### config.mk
export PLATFORM = sky130hd
export DESIGN_NAME = sysctl_regfile
export DESIGN_NICKNAME = d
export VERILOG_FILES = /design/src/rtl/sc_pkg.sv /design/src/rtl/sc_wr_decode.sv /design/src/rtl/sc_mmu_regs.sv /design/src/rtl/sc_ctrl_regs.sv /design/src/rtl/sc_misc_regs.sv /design/src/rtl/sysctl_regfile.sv
export SDC_FILE = /design/constraint.sdc
export NUM_CORES = 1
export LEC_CHECK = 0
export ABC_AREA = 1
export BUFFER_PORTS_ARGS = -buffer_cell sky130_fd_sc_hd__buf_4
export CAP_MARGIN = 20
export CORE_MARGIN = 2
export CORE_UTILIZATION = 44
export DETAILED_ROUTE_END_ITERATION = 10
export SLEW_MARGIN = 20
export SYNTH_ARGS = -nofsm -noshare
export SYNTH_HDL_FRONTEND = slang
export SYNTH_SLANG_ARGS = --single-unit
export TNS_END_PERCENT = 30
### constraint.sdc
create_clock -name clk -period 3.9 [get_ports clk]
set_input_delay 0.195 -clock clk [delete_from_list [all_inputs] [get_ports clk]]
set_output_delay 0.195 -clock clk [all_outputs]
set_load 0.01 [all_outputs]
### src/rtl/sc_pkg.sv
package sc_pkg;

  localparam int DW = 32;

  // Write targets; SL_NONE means the access selects nothing writable.
  typedef enum logic [3:0] {
    SL_INDEX, SL_ELO0, SL_ELO1, SL_CTX, SL_PMASK, SL_WIRED, SL_EHI,
    SL_STATUS, SL_CAUSE, SL_CFG0, SL_LLADDR, SL_WATCHHI, SL_DEBUG, SL_NONE
  } slot_e;

  localparam int NSLOT = 13;

  localparam logic [4:0] RN_INDEX   = 5'd0;
  localparam logic [4:0] RN_ELO0    = 5'd2;
  localparam logic [4:0] RN_ELO1    = 5'd3;
  localparam logic [4:0] RN_CTX     = 5'd4;
  localparam logic [4:0] RN_PMASK   = 5'd5;
  localparam logic [4:0] RN_WIRED   = 5'd6;
  localparam logic [4:0] RN_EHI     = 5'd10;
  localparam logic [4:0] RN_STATUS  = 5'd12;
  localparam logic [4:0] RN_CAUSE   = 5'd13;
  localparam logic [4:0] RN_CFG     = 5'd16;
  localparam logic [4:0] RN_LLADDR  = 5'd17;
  localparam logic [4:0] RN_WATCHHI = 5'd19;
  localparam logic [4:0] RN_DEBUG   = 5'd23;
  localparam logic [4:0] RN_TAGS    = 5'd28;

  // Masks: KEEP = bits held from the old value, TAKE = bits from the data.
  localparam logic [DW-1:0] IDX_KEEP   = 32'h8000_0000;
  localparam logic [DW-1:0] IDX_TAKE   = 32'h0000_000F;
  localparam logic [DW-1:0] ELO_TAKE   = 32'h3FFF_FFFF;
  localparam logic [DW-1:0] CTX_KEEP   = 32'hFF00_0000;
  localparam logic [DW-1:0] CTX_TAKE   = 32'h00FF_FFF0;
  localparam logic [DW-1:0] PMASK_TAKE = 32'h01FF_E000;
  localparam logic [DW-1:0] WIRED_TAKE = 32'h0000_000F;
  localparam logic [DW-1:0] EHI_TAKE   = 32'hFFFF_F0FF;
  localparam logic [DW-1:0] ST_TAKE    = 32'hFA78_FF01;
  localparam logic [DW-1:0] CA_KEEP    = 32'hB000_F87C;
  localparam logic [DW-1:0] CA_TAKE    = 32'h0000_0300;
  localparam logic [DW-1:0] DBG_KEEP   = 32'h8C03_FC1F;
  localparam logic [DW-1:0] DBG_TAKE   = 32'h1330_0120;
  localparam logic [DW-1:0] WHI_TAKE   = 32'h40FF_0FF8;
  localparam logic [DW-1:0] CF0_KEEP_T = 32'h8017_FF80;
  localparam logic [DW-1:0] CF0_TAKE_T = 32'h7E00_0001;
  localparam logic [DW-1:0] CF0_KEEP_N = 32'hFE17_FF80;
  localparam logic [DW-1:0] CF0_TAKE_N = 32'h0000_0001;

  // Status bit positions the control logic decodes.
  localparam int ST_IE  = 0;
  localparam int ST_EXL = 1;
  localparam int ST_ERL = 2;
  localparam int ST_UM  = 4;
  localparam int DBG_DM = 30;

  typedef struct packed {
    logic user;
    logic exl;
    logic erl;
    logic dbg;
  } mode_t;

  function automatic logic [DW-1:0] merge_bits(input logic [DW-1:0] old_v,
                                               input logic [DW-1:0] new_v,
                                               input logic [DW-1:0] keep,
                                               input logic [DW-1:0] take);
    return (old_v & keep) | (new_v & take);
  endfunction

  function automatic logic sel_legal(input logic [4:0] rn, input logic [2:0] sel);
    return (sel == 3'd0) || (rn == RN_CFG) || (rn == RN_TAGS);
  endfunction

  function automatic slot_e slot_of(input logic [4:0] rn, input logic [2:0] sel);
    slot_e s;
    s = SL_NONE;
    if (sel == 3'd0) begin
      case (rn)
        RN_INDEX:   s = SL_INDEX;
        RN_ELO0:    s = SL_ELO0;
        RN_ELO1:    s = SL_ELO1;
        RN_CTX:     s = SL_CTX;
        RN_PMASK:   s = SL_PMASK;
        RN_WIRED:   s = SL_WIRED;
        RN_EHI:     s = SL_EHI;
        RN_STATUS:  s = SL_STATUS;
        RN_CAUSE:   s = SL_CAUSE;
        RN_CFG:     s = SL_CFG0;
        RN_LLADDR:  s = SL_LLADDR;
        RN_WATCHHI: s = SL_WATCHHI;
        RN_DEBUG:   s = SL_DEBUG;
        default:    s = SL_NONE;
      endcase
    end
    return s;
  endfunction

endpackage

### src/rtl/sc_wr_decode.sv
module sc_wr_decode
  import sc_pkg::*;
(
  input  logic             clk,
  input  logic             rst_n,
  input  logic             wr_en,
  input  logic [4:0]       wr_reg,
  input  logic [2:0]       wr_sel,
  output logic [NSLOT-1:0] we
);

  slot_e hit;
  logic  sel_ok;

  assign sel_ok = sel_legal(wr_reg, wr_sel);
  assign hit    = slot_of(wr_reg, wr_sel);

  for (genvar g = 0; g < NSLOT; g++) begin : g_we
    assign we[g] = wr_en && sel_ok && (hit == slot_e'(g));
  end

  // illegal select never reaches a register
  a_r1_sel_gate: assert property (@(posedge clk) disable iff (!rst_n)
    (wr_en && !sel_ok) |-> (we == '0));
  a_r1_one_target: assert property (@(posedge clk) disable iff (!rst_n)
    $onehot0(we));

endmodule

### src/rtl/sc_mmu_regs.sv
module sc_mmu_regs
  import sc_pkg::*;
(
  input  logic          clk,
  input  logic          rst_n,
  input  logic          we_index,
  input  logic          we_elo0,
  input  logic          we_elo1,
  input  logic          we_ctx,
  input  logic          we_pmask,
  input  logic          we_wired,
  input  logic          we_ehi,
  input  logic [DW-1:0] wdata,
  output logic [DW-1:0] index_q,
  output logic [DW-1:0] elo0_q,
  output logic [DW-1:0] elo1_q,
  output logic [DW-1:0] ctx_q,
  output logic [DW-1:0] pmask_q,
  output logic [DW-1:0] wired_q,
  output logic [DW-1:0] ehi_q,
  output logic          asid_chg
);

  logic [DW-1:0] ehi_next;
  logic          asid_diff;

  assign ehi_next  = wdata & EHI_TAKE;
  assign asid_diff = we_ehi && (ehi_next[7:0] != ehi_q[7:0]);

  always_ff @(posedge clk) begin
    if (!rst_n) begin
      index_q  <= '0;
      elo0_q   <= '0;
      elo1_q   <= '0;
      ctx_q    <= '0;
      pmask_q  <= '0;
      wired_q  <= '0;
      ehi_q    <= '0;
      asid_chg <= 1'b0;
    end else begin
      if (we_index) index_q <= merge_bits(index_q, wdata, IDX_KEEP, IDX_TAKE);
      if (we_elo0)  elo0_q  <= wdata & ELO_TAKE;
      if (we_elo1)  elo1_q  <= wdata & ELO_TAKE;
      if (we_ctx)   ctx_q   <= merge_bits(ctx_q, wdata, CTX_KEEP, CTX_TAKE);
      if (we_pmask) pmask_q <= wdata & PMASK_TAKE;
      if (we_wired) wired_q <= wdata & WIRED_TAKE;
      if (we_ehi)   ehi_q   <= ehi_next;
      asid_chg <= asid_diff;
    end
  end

  // probe-fail bit is never touched by a software write
  a_r2_probe_kept: assert property (@(posedge clk) disable iff (!rst_n)
    we_index |=> (index_q[31] == $past(index_q[31])));
  // the event implies the identifier really moved
  a_r5_asid_moved: assert property (@(posedge clk) disable iff (!rst_n)
    asid_chg |-> $past(we_ehi));
  a_r5_asid_quiet: assert property (@(posedge clk) disable iff (!rst_n)
    (we_ehi && (wdata[7:0] == ehi_q[7:0])) |=> !asid_chg);

endmodule

### src/rtl/sc_ctrl_regs.sv
module sc_ctrl_regs
  import sc_pkg::*;
(
  input  logic          clk,
  input  logic          rst_n,
  input  logic          we_status,
  input  logic          we_cause,
  input  logic          we_debug,
  input  logic [DW-1:0] wdata,
  output logic [DW-1:0] status_q,
  output logic [DW-1:0] cause_q,
  output logic [DW-1:0] debug_q,
  output mode_t         mode,
  output logic          irq_raise,
  output logic          irq_pending,
  output logic          sw_irq_req
);

  logic [DW-1:0] status_next, cause_next, debug_next;
  logic          ie_rise, ie_fall, masked_hit, raise_now, sw_now;

  assign status_next = wdata & ST_TAKE;
  assign cause_next  = merge_bits(cause_q, wdata, CA_KEEP, CA_TAKE);
  assign debug_next  = merge_bits(debug_q, wdata, DBG_KEEP, DBG_TAKE);

  assign ie_rise    = we_status && wdata[ST_IE] && !status_q[ST_IE];
  assign ie_fall    = we_status && !wdata[ST_IE] && status_q[ST_IE];
  assign masked_hit = |(status_next[15:8] & cause_q[15:8]);
  // Mode gating uses the flags carried by this same write.
  assign raise_now  = ie_rise && !wdata[ST_EXL] && !wdata[ST_ERL] && !mode.dbg && masked_hit;
  assign sw_now     = we_cause && |(cause_next[9:8] & ~cause_q[9:8]);

  always_ff @(posedge clk) begin
    if (!rst_n) begin
      status_q    <= '0;
      cause_q     <= '0;
      debug_q     <= '0;
      mode        <= '{user: 1'b0, exl: 1'b0, erl: 1'b1, dbg: 1'b0};
      irq_raise   <= 1'b0;
      irq_pending <= 1'b0;
      sw_irq_req  <= 1'b0;
    end else begin
      if (we_status) begin
        status_q  <= status_next;
        mode.user <= wdata[ST_UM];
        mode.exl  <= wdata[ST_EXL];
        mode.erl  <= wdata[ST_ERL];
      end
      if (we_cause) cause_q <= cause_next;
      if (we_debug) begin
        debug_q  <= debug_next;
        mode.dbg <= wdata[DBG_DM];
      end
      irq_raise  <= raise_now;
      sw_irq_req <= sw_now;
      if (raise_now)    irq_pending <= 1'b1;
      else if (ie_fall) irq_pending <= 1'b0;
    end
  end

  // flags follow the written status bits
  a_r6_flags_follow: assert property (@(posedge clk) disable iff (!rst_n)
    we_status |=> (mode.user == $past(wdata[ST_UM])) && (mode.exl == $past(wdata[ST_EXL])));
  // a raise only leaves an enabled, unprivileged-exception state
  a_r7_raise_state: assert property (@(posedge clk) disable iff (!rst_n)
    irq_raise |-> (status_q[ST_IE] && !mode.exl && !mode.erl && !mode.dbg && irq_pending));
  a_r7_fall_clears: assert property (@(posedge clk) disable iff (!rst_n)
    ie_fall |=> !irq_pending);
  // a software request leaves at least one software bit set
  a_r8_sw_bits_set: assert property (@(posedge clk) disable iff (!rst_n)
    sw_irq_req |-> (cause_q[9:8] != 2'b00));
  // debug flag tracks data bit 30
  a_r10_dbg_flag: assert property (@(posedge clk) disable iff (!rst_n)
    we_debug |=> (mode.dbg == $past(wdata[DBG_DM])));

endmodule

### src/rtl/sc_misc_regs.sv
module sc_misc_regs
  import sc_pkg::*;
#(
  parameter bit HAS_TLB = 1'b0
) (
  input  logic          clk,
  input  logic          rst_n,
  input  logic          we_cfg0,
  input  logic          we_lladdr,
  input  logic          we_watchhi,
  input  logic [DW-1:0] wdata,
  output logic [DW-1:0] cfg0_q,
  output logic [DW-1:0] lladdr_q,
  output logic [DW-1:0] watchhi_q
);

  logic [DW-1:0] cfg0_next;

  if (HAS_TLB) begin : g_cfg_tlb
    assign cfg0_next = merge_bits(cfg0_q, wdata, CF0_KEEP_T, CF0_TAKE_T);
  end else begin : g_cfg_plain
    assign cfg0_next = merge_bits(cfg0_q, wdata, CF0_KEEP_N, CF0_TAKE_N);
  end

  always_ff @(posedge clk) begin
    if (!rst_n) begin
      cfg0_q    <= '0;
      lladdr_q  <= '0;
      watchhi_q <= '0;
    end else begin
      if (we_cfg0)    cfg0_q    <= cfg0_next;
      if (we_lladdr)  lladdr_q  <= wdata;
      if (we_watchhi) watchhi_q <= wdata & WHI_TAKE;
    end
  end

  // watch-high never holds bits outside its field set
  a_r11_whi_fields: assert property (@(posedge clk) disable iff (!rst_n)
    we_watchhi |=> ((watchhi_q & ~WHI_TAKE) == '0));

endmodule

### src/rtl/sysctl_regfile.sv
module sysctl_regfile
  import sc_pkg::*;
#(
  parameter bit          HAS_TLB    = 1'b0,
  parameter logic [31:0] CFG1_VALUE = 32'h1E19_0C8A
) (
  input  logic        clk,
  input  logic        rst_n,
  input  logic        wr_en,
  input  logic [4:0]  wr_reg,
  input  logic [2:0]  wr_sel,
  input  logic [31:0] wr_data,
  input  logic [4:0]  rd_reg,
  input  logic [2:0]  rd_sel,
  output logic [31:0] rd_data,
  output logic        mode_user,
  output logic        mode_exl,
  output logic        mode_erl,
  output logic        mode_dbg,
  output logic        asid_chg,
  output logic        irq_raise,
  output logic        sw_irq_req,
  output logic        irq_pending
);

  logic [NSLOT-1:0] we;
  logic [DW-1:0] index_q, elo0_q, elo1_q, ctx_q, pmask_q, wired_q, ehi_q;
  logic [DW-1:0] status_q, cause_q, debug_q, cfg0_q, lladdr_q, watchhi_q;
  logic [DW-1:0] status_view;
  mode_t         mode;

  sc_wr_decode u_dec (
    .clk(clk), .rst_n(rst_n), .wr_en(wr_en), .wr_reg(wr_reg), .wr_sel(wr_sel), .we(we)
  );

  sc_mmu_regs u_mmu (
    .clk(clk), .rst_n(rst_n),
    .we_index(we[SL_INDEX]), .we_elo0(we[SL_ELO0]), .we_elo1(we[SL_ELO1]),
    .we_ctx(we[SL_CTX]), .we_pmask(we[SL_PMASK]), .we_wired(we[SL_WIRED]),
    .we_ehi(we[SL_EHI]), .wdata(wr_data),
    .index_q(index_q), .elo0_q(elo0_q), .elo1_q(elo1_q), .ctx_q(ctx_q),
    .pmask_q(pmask_q), .wired_q(wired_q), .ehi_q(ehi_q), .asid_chg(asid_chg)
  );

  sc_ctrl_regs u_ctrl (
    .clk(clk), .rst_n(rst_n),
    .we_status(we[SL_STATUS]), .we_cause(we[SL_CAUSE]), .we_debug(we[SL_DEBUG]),
    .wdata(wr_data), .status_q(status_q), .cause_q(cause_q), .debug_q(debug_q),
    .mode(mode), .irq_raise(irq_raise), .irq_pending(irq_pending), .sw_irq_req(sw_irq_req)
  );

  sc_misc_regs #(.HAS_TLB(HAS_TLB)) u_misc (
    .clk(clk), .rst_n(rst_n),
    .we_cfg0(we[SL_CFG0]), .we_lladdr(we[SL_LLADDR]), .we_watchhi(we[SL_WATCHHI]),
    .wdata(wr_data), .cfg0_q(cfg0_q), .lladdr_q(lladdr_q), .watchhi_q(watchhi_q)
  );

  assign mode_user = mode.user;
  assign mode_exl  = mode.exl;
  assign mode_erl  = mode.erl;
  assign mode_dbg  = mode.dbg;

  always_comb begin
    status_view = status_q;
    status_view[ST_UM]  = status_q[ST_UM]  | mode.user;
    status_view[ST_ERL] = status_q[ST_ERL] | mode.erl;
    status_view[ST_EXL] = status_q[ST_EXL] | mode.exl;
  end

  always_comb begin
    rd_data = '0;
    if (!sel_legal(rd_reg, rd_sel)) begin
      rd_data = '0;
    end else if (rd_reg == RN_CFG) begin
      if (rd_sel == 3'd0)      rd_data = cfg0_q;
      else if (rd_sel == 3'd1) rd_data = CFG1_VALUE;
    end else if (rd_sel == 3'd0) begin
      case (rd_reg)
        RN_INDEX:   rd_data = index_q;
        RN_ELO0:    rd_data = elo0_q;
        RN_ELO1:    rd_data = elo1_q;
        RN_CTX:     rd_data = ctx_q;
        RN_PMASK:   rd_data = pmask_q;
        RN_WIRED:   rd_data = wired_q;
        RN_EHI:     rd_data = ehi_q;
        RN_STATUS:  rd_data = status_view;
        RN_CAUSE:   rd_data = cause_q;
        RN_LLADDR:  rd_data = lladdr_q >> 4;
        RN_WATCHHI: rd_data = watchhi_q;
        RN_DEBUG:   rd_data = debug_q;
        default:    rd_data = '0;
      endcase
    end
  end

  // reset leaves only the error level raised
  a_r12_reset_state: assert property (@(posedge clk)
    !rst_n |=> (mode_erl && !mode_exl && !mode_user && !mode_dbg && !irq_pending));

endmodule

==> impl_metrics.tcl <==
set metrics [dict create \
    hold_depth 5 \
    nets 1768 \
    reg2reg_to "u_mmu.asid_chg$_SDFF_PN0_" \
    r2r_start "u_mmu.ehi_q[7]$_SDFFE_PN0P_" \
    slowest_delay_ps 750 \
    worstSetupStartpointType "input pin" \
    clock_sinks 211 \
    min_period_ps 2640 \
    die_y_um 156 \
    fin_tns_setup_ps 0 \
    synth-edff-count 0 \
    switchingPower_w 0.00111 \
    yosys-top-cells-area "dfxtp_1 41%, nand2_1 24%, nor2_1 16%" \
    path_class "in2out" \
    hold_end "u_misc.lladdr_q[31]$_SDFFE_PN0P_" \
    syn-cell-area_um2 10200 \
    synth_top_area_share_pct 41.5 \
    power.leakage_nw 5.20 \
    antenna_found_initial 0 \
    yosys.area.top_type "dfxtp_1" \
    syn_inst 1654 \
    synth_fp_nets 1711 \
    core_area_um2 22700 \
    fin_area_um2 12000 \
    mostFrequentLayoutCells "652 x nand2_1, 439 x nor2_1, 211 x dfxtp_1" \
    place_congestion 0.833 \
    rsz0062_at_grt "false" \
    first_pass_iters 5 \
    final_common_cell "nand2_1" \
    drv_slew 0 \
    die_area_um2 24400 \
    tritoncts "done" \
    rows 55 \
    drive_gt1_share_pct 10.2 \
    grt_max_degree 113 \
    cts_buffer_depth 3 \
    ys_ff_latch 211 \
    dpl-instance-area_um2 11000 \
    track_usage_pct 24.8 \
    p_sw_share_pct 22.1 \
    end_kind "output port" \
    synth-main-ff-cell "dfxtp_1" \
    cts_root_buf "clkbuf_16" \
    p_comb_share_pct 5.5 \
    grt_pass1_wl_um 48100 \
    drtAntennaViolNets 0 \
    cp.arrival_ps 2440 \
    skew_ps 6.74 \
    worstPathCellList "buf_4, nor2_2, nand2_1, nor2_1, nand2_1, nand3_1, nor2_1, nand2_1, nand2_1, a21oi_1, buf_4" \
    path_common_cell "nand2_1" \
    syn_avg_cell_area_um2 6.15 \
    initial_core_util_pct 44.8 \
    clk_latency_ps 520 \
    drtIter0Drc 626 \
    power_frac_clock_pct 51.5 \
    ys_warn_count 0 \
    hpwl_um 19300 \
    via_per_inst 4.92 \
    cts_max_level 1 \
    seq_power_share_pct 43.0 \
    cp_data_required_time_ps 3700 \
    grt_overflow_total 0 \
    max_slew_margin_pct 35.7 \
    tightest_slew_ps 962 \
    vdd_drop_max_v 0.000262 \
    finalSetupViolCount 0 \
    rr_worst_depth 4 \
    yosysSeqAreaShare_pct 41.5 \
    post-route-drc-count 0 \
    grt_pass1_vias 8917 \
    crit_fanout 12 \
    hold_class "in2reg" \
    synth.distinct_cells 39 \
    hold_viol_final 0 \
    async_reset_ff_share_pct 0 \
    cpMaxStageDelayCell "nor2_1" \
    area_growth_pct 17.5 \
    min_from "wr_data[31]" \
    multi_input_area_um2 5310 \
    r2r_slack_ps 2580 \
    maxCapViolations 0 \
    vias 9887 \
    io_buffers 90 \
    totalWireLength_um 29900 \
    fmax_ghz 0.379 \
    period_share_pct 67.6 \
    numCtsBuffers 25 \
    ios 91 \
    regArea_um2 4220 \
    fp.dieW_um 156 \
    num-fill-cells 2349 \
    status "finished, final reports clean" \
    clkSlewWorstSetupHoldPaths_ps 60 \
    diodes 0 \
    routedWlPerCell_um 14.9 \
    p_int_w 0.00390 \
    p_per_area_nw_per_um2 419 \
]
==> worst max-delay path by stage <==
| stage | startpoint | to | slack (ps) | cells after the start |
|---|---|---|---|---|
| after global placement | rd_reg[3] | rd_data[19] | 1260 | 11 |
| after global routing | rd_reg[2] | rd_data[19] | 960 | 12 |
| after floorplan | wr_reg[0] | u_misc.lladdr_q[19]$_SDFFE_PN0P_ | 2180 | 14 |
| final | rd_reg[3] | rd_data[19] | 1260 | 11 |
| after detailed placement | rd_reg[3] | rd_data[19] | 1220 | 11 |
| after CTS | rd_reg[3] | rd_data[19] | 1220 | 11 |
==> critical path: cells and delay by family <==
kind            cells  cell delay (ps)
buf+inv             2              300
compound gates      1              190
simple gates        8             1730
==> area by class of cell <==
type / count / share of cell area [%]
timing repair buffer: 111 / 7.46
clock inverter: 7 / 1.55
multi-input combinational: 1287 / 44.4
sequential: 211 / 35.3
clock buffer: 35 / 5.96
tap: 285 / 2.98
inverter: 75 / 2.37
==> cell families (layout without fill, tap and decap cells) <==
kind of cell,count (synthesis),in the layout,share of synthesized area [%]
compound gates,67,67,3.93
xor+xnor,4,4,0.344
fa+ha+maj,6,6,0.737
buf+inv,156,228,6.76
flops,211,211,41.5
simple gates,1210,1210,46.7
==> flip-flops by register name, summed over array words and instances, names as in the netlist, 7 cells and up <==
signal and count:
u_mmu.elo0_q 30, u_mmu.elo1_q 30, u_misc.lladdr_q 28, u_mmu.ehi_q 28
u_mmu.ctx_q 20, u_ctrl.status_q 19, u_misc.watchhi_q 18, u_mmu.pmask_q 12
u_ctrl.debug_q 7
==> through the flow <==
step	hold WS (ps)	setup slack, ps	utilization, %	power (W)	std cells
4_1_cts	20.5	1220	52.7	0.00505	2011
2_1_floorplan	308	2180	-	0.00237	1654
3_3_place_gp	411	1260	48.6	0.00248	1967
6_report	37.4	1260	52.7	0.00501	2011
5_1_grt	52.6	957	52.7	0.00518	2011
3_5_place_dp	413	1220	48.6	0.00248	1967
==> synth_stat cells (13+ instances only) <==
library cell and number:
a21oi_1 26, buf_2 32, clkbuf_1 26, dfxtp_1 211, inv_1 66, nand2_1 652, nand3_1 67, nand4_1 13
nor2_1 442, nor2_2 15, o21ai_0 14
==> layer usage <==
| metal | up-vias | wire, µm | global-route usage, % |
|---|---|---|---|
| met1 | 4476 | 13900 | 33.6 |
| met4 | 0 | 409 | 3.93 |
| met3 | 31 | 1460 | 3.58 |
| met2 | 218 | 14200 | 42.6 |
| met5 | - | 0 | 0 |
| li1 | 5162 | - | - |
==> power groups by stage <==
stage | Sequential (W) | Clock [W] | Combinational [W]
detailed placement | 0.00220 | 0 | 0.000276
CTS | 0.00216 | 0.00262 | 0.000278
floorplan | 0.00220 | 0 | 0.000164
global placement | 0.00220 | 0 | 0.000274
finish | 0.00216 | 0.00258 | 0.000278
global route | 0.00216 | 0.00271 | 0.000310
==> timing repair <==
item / CTS / global route
hold endpoints to repair: 4 / 0
setup buffers: 0 / 0
resized for setup: 0 / 0
hold buffers: 2 / 0
Note: power is estimated with default switching activity, not from simulation.
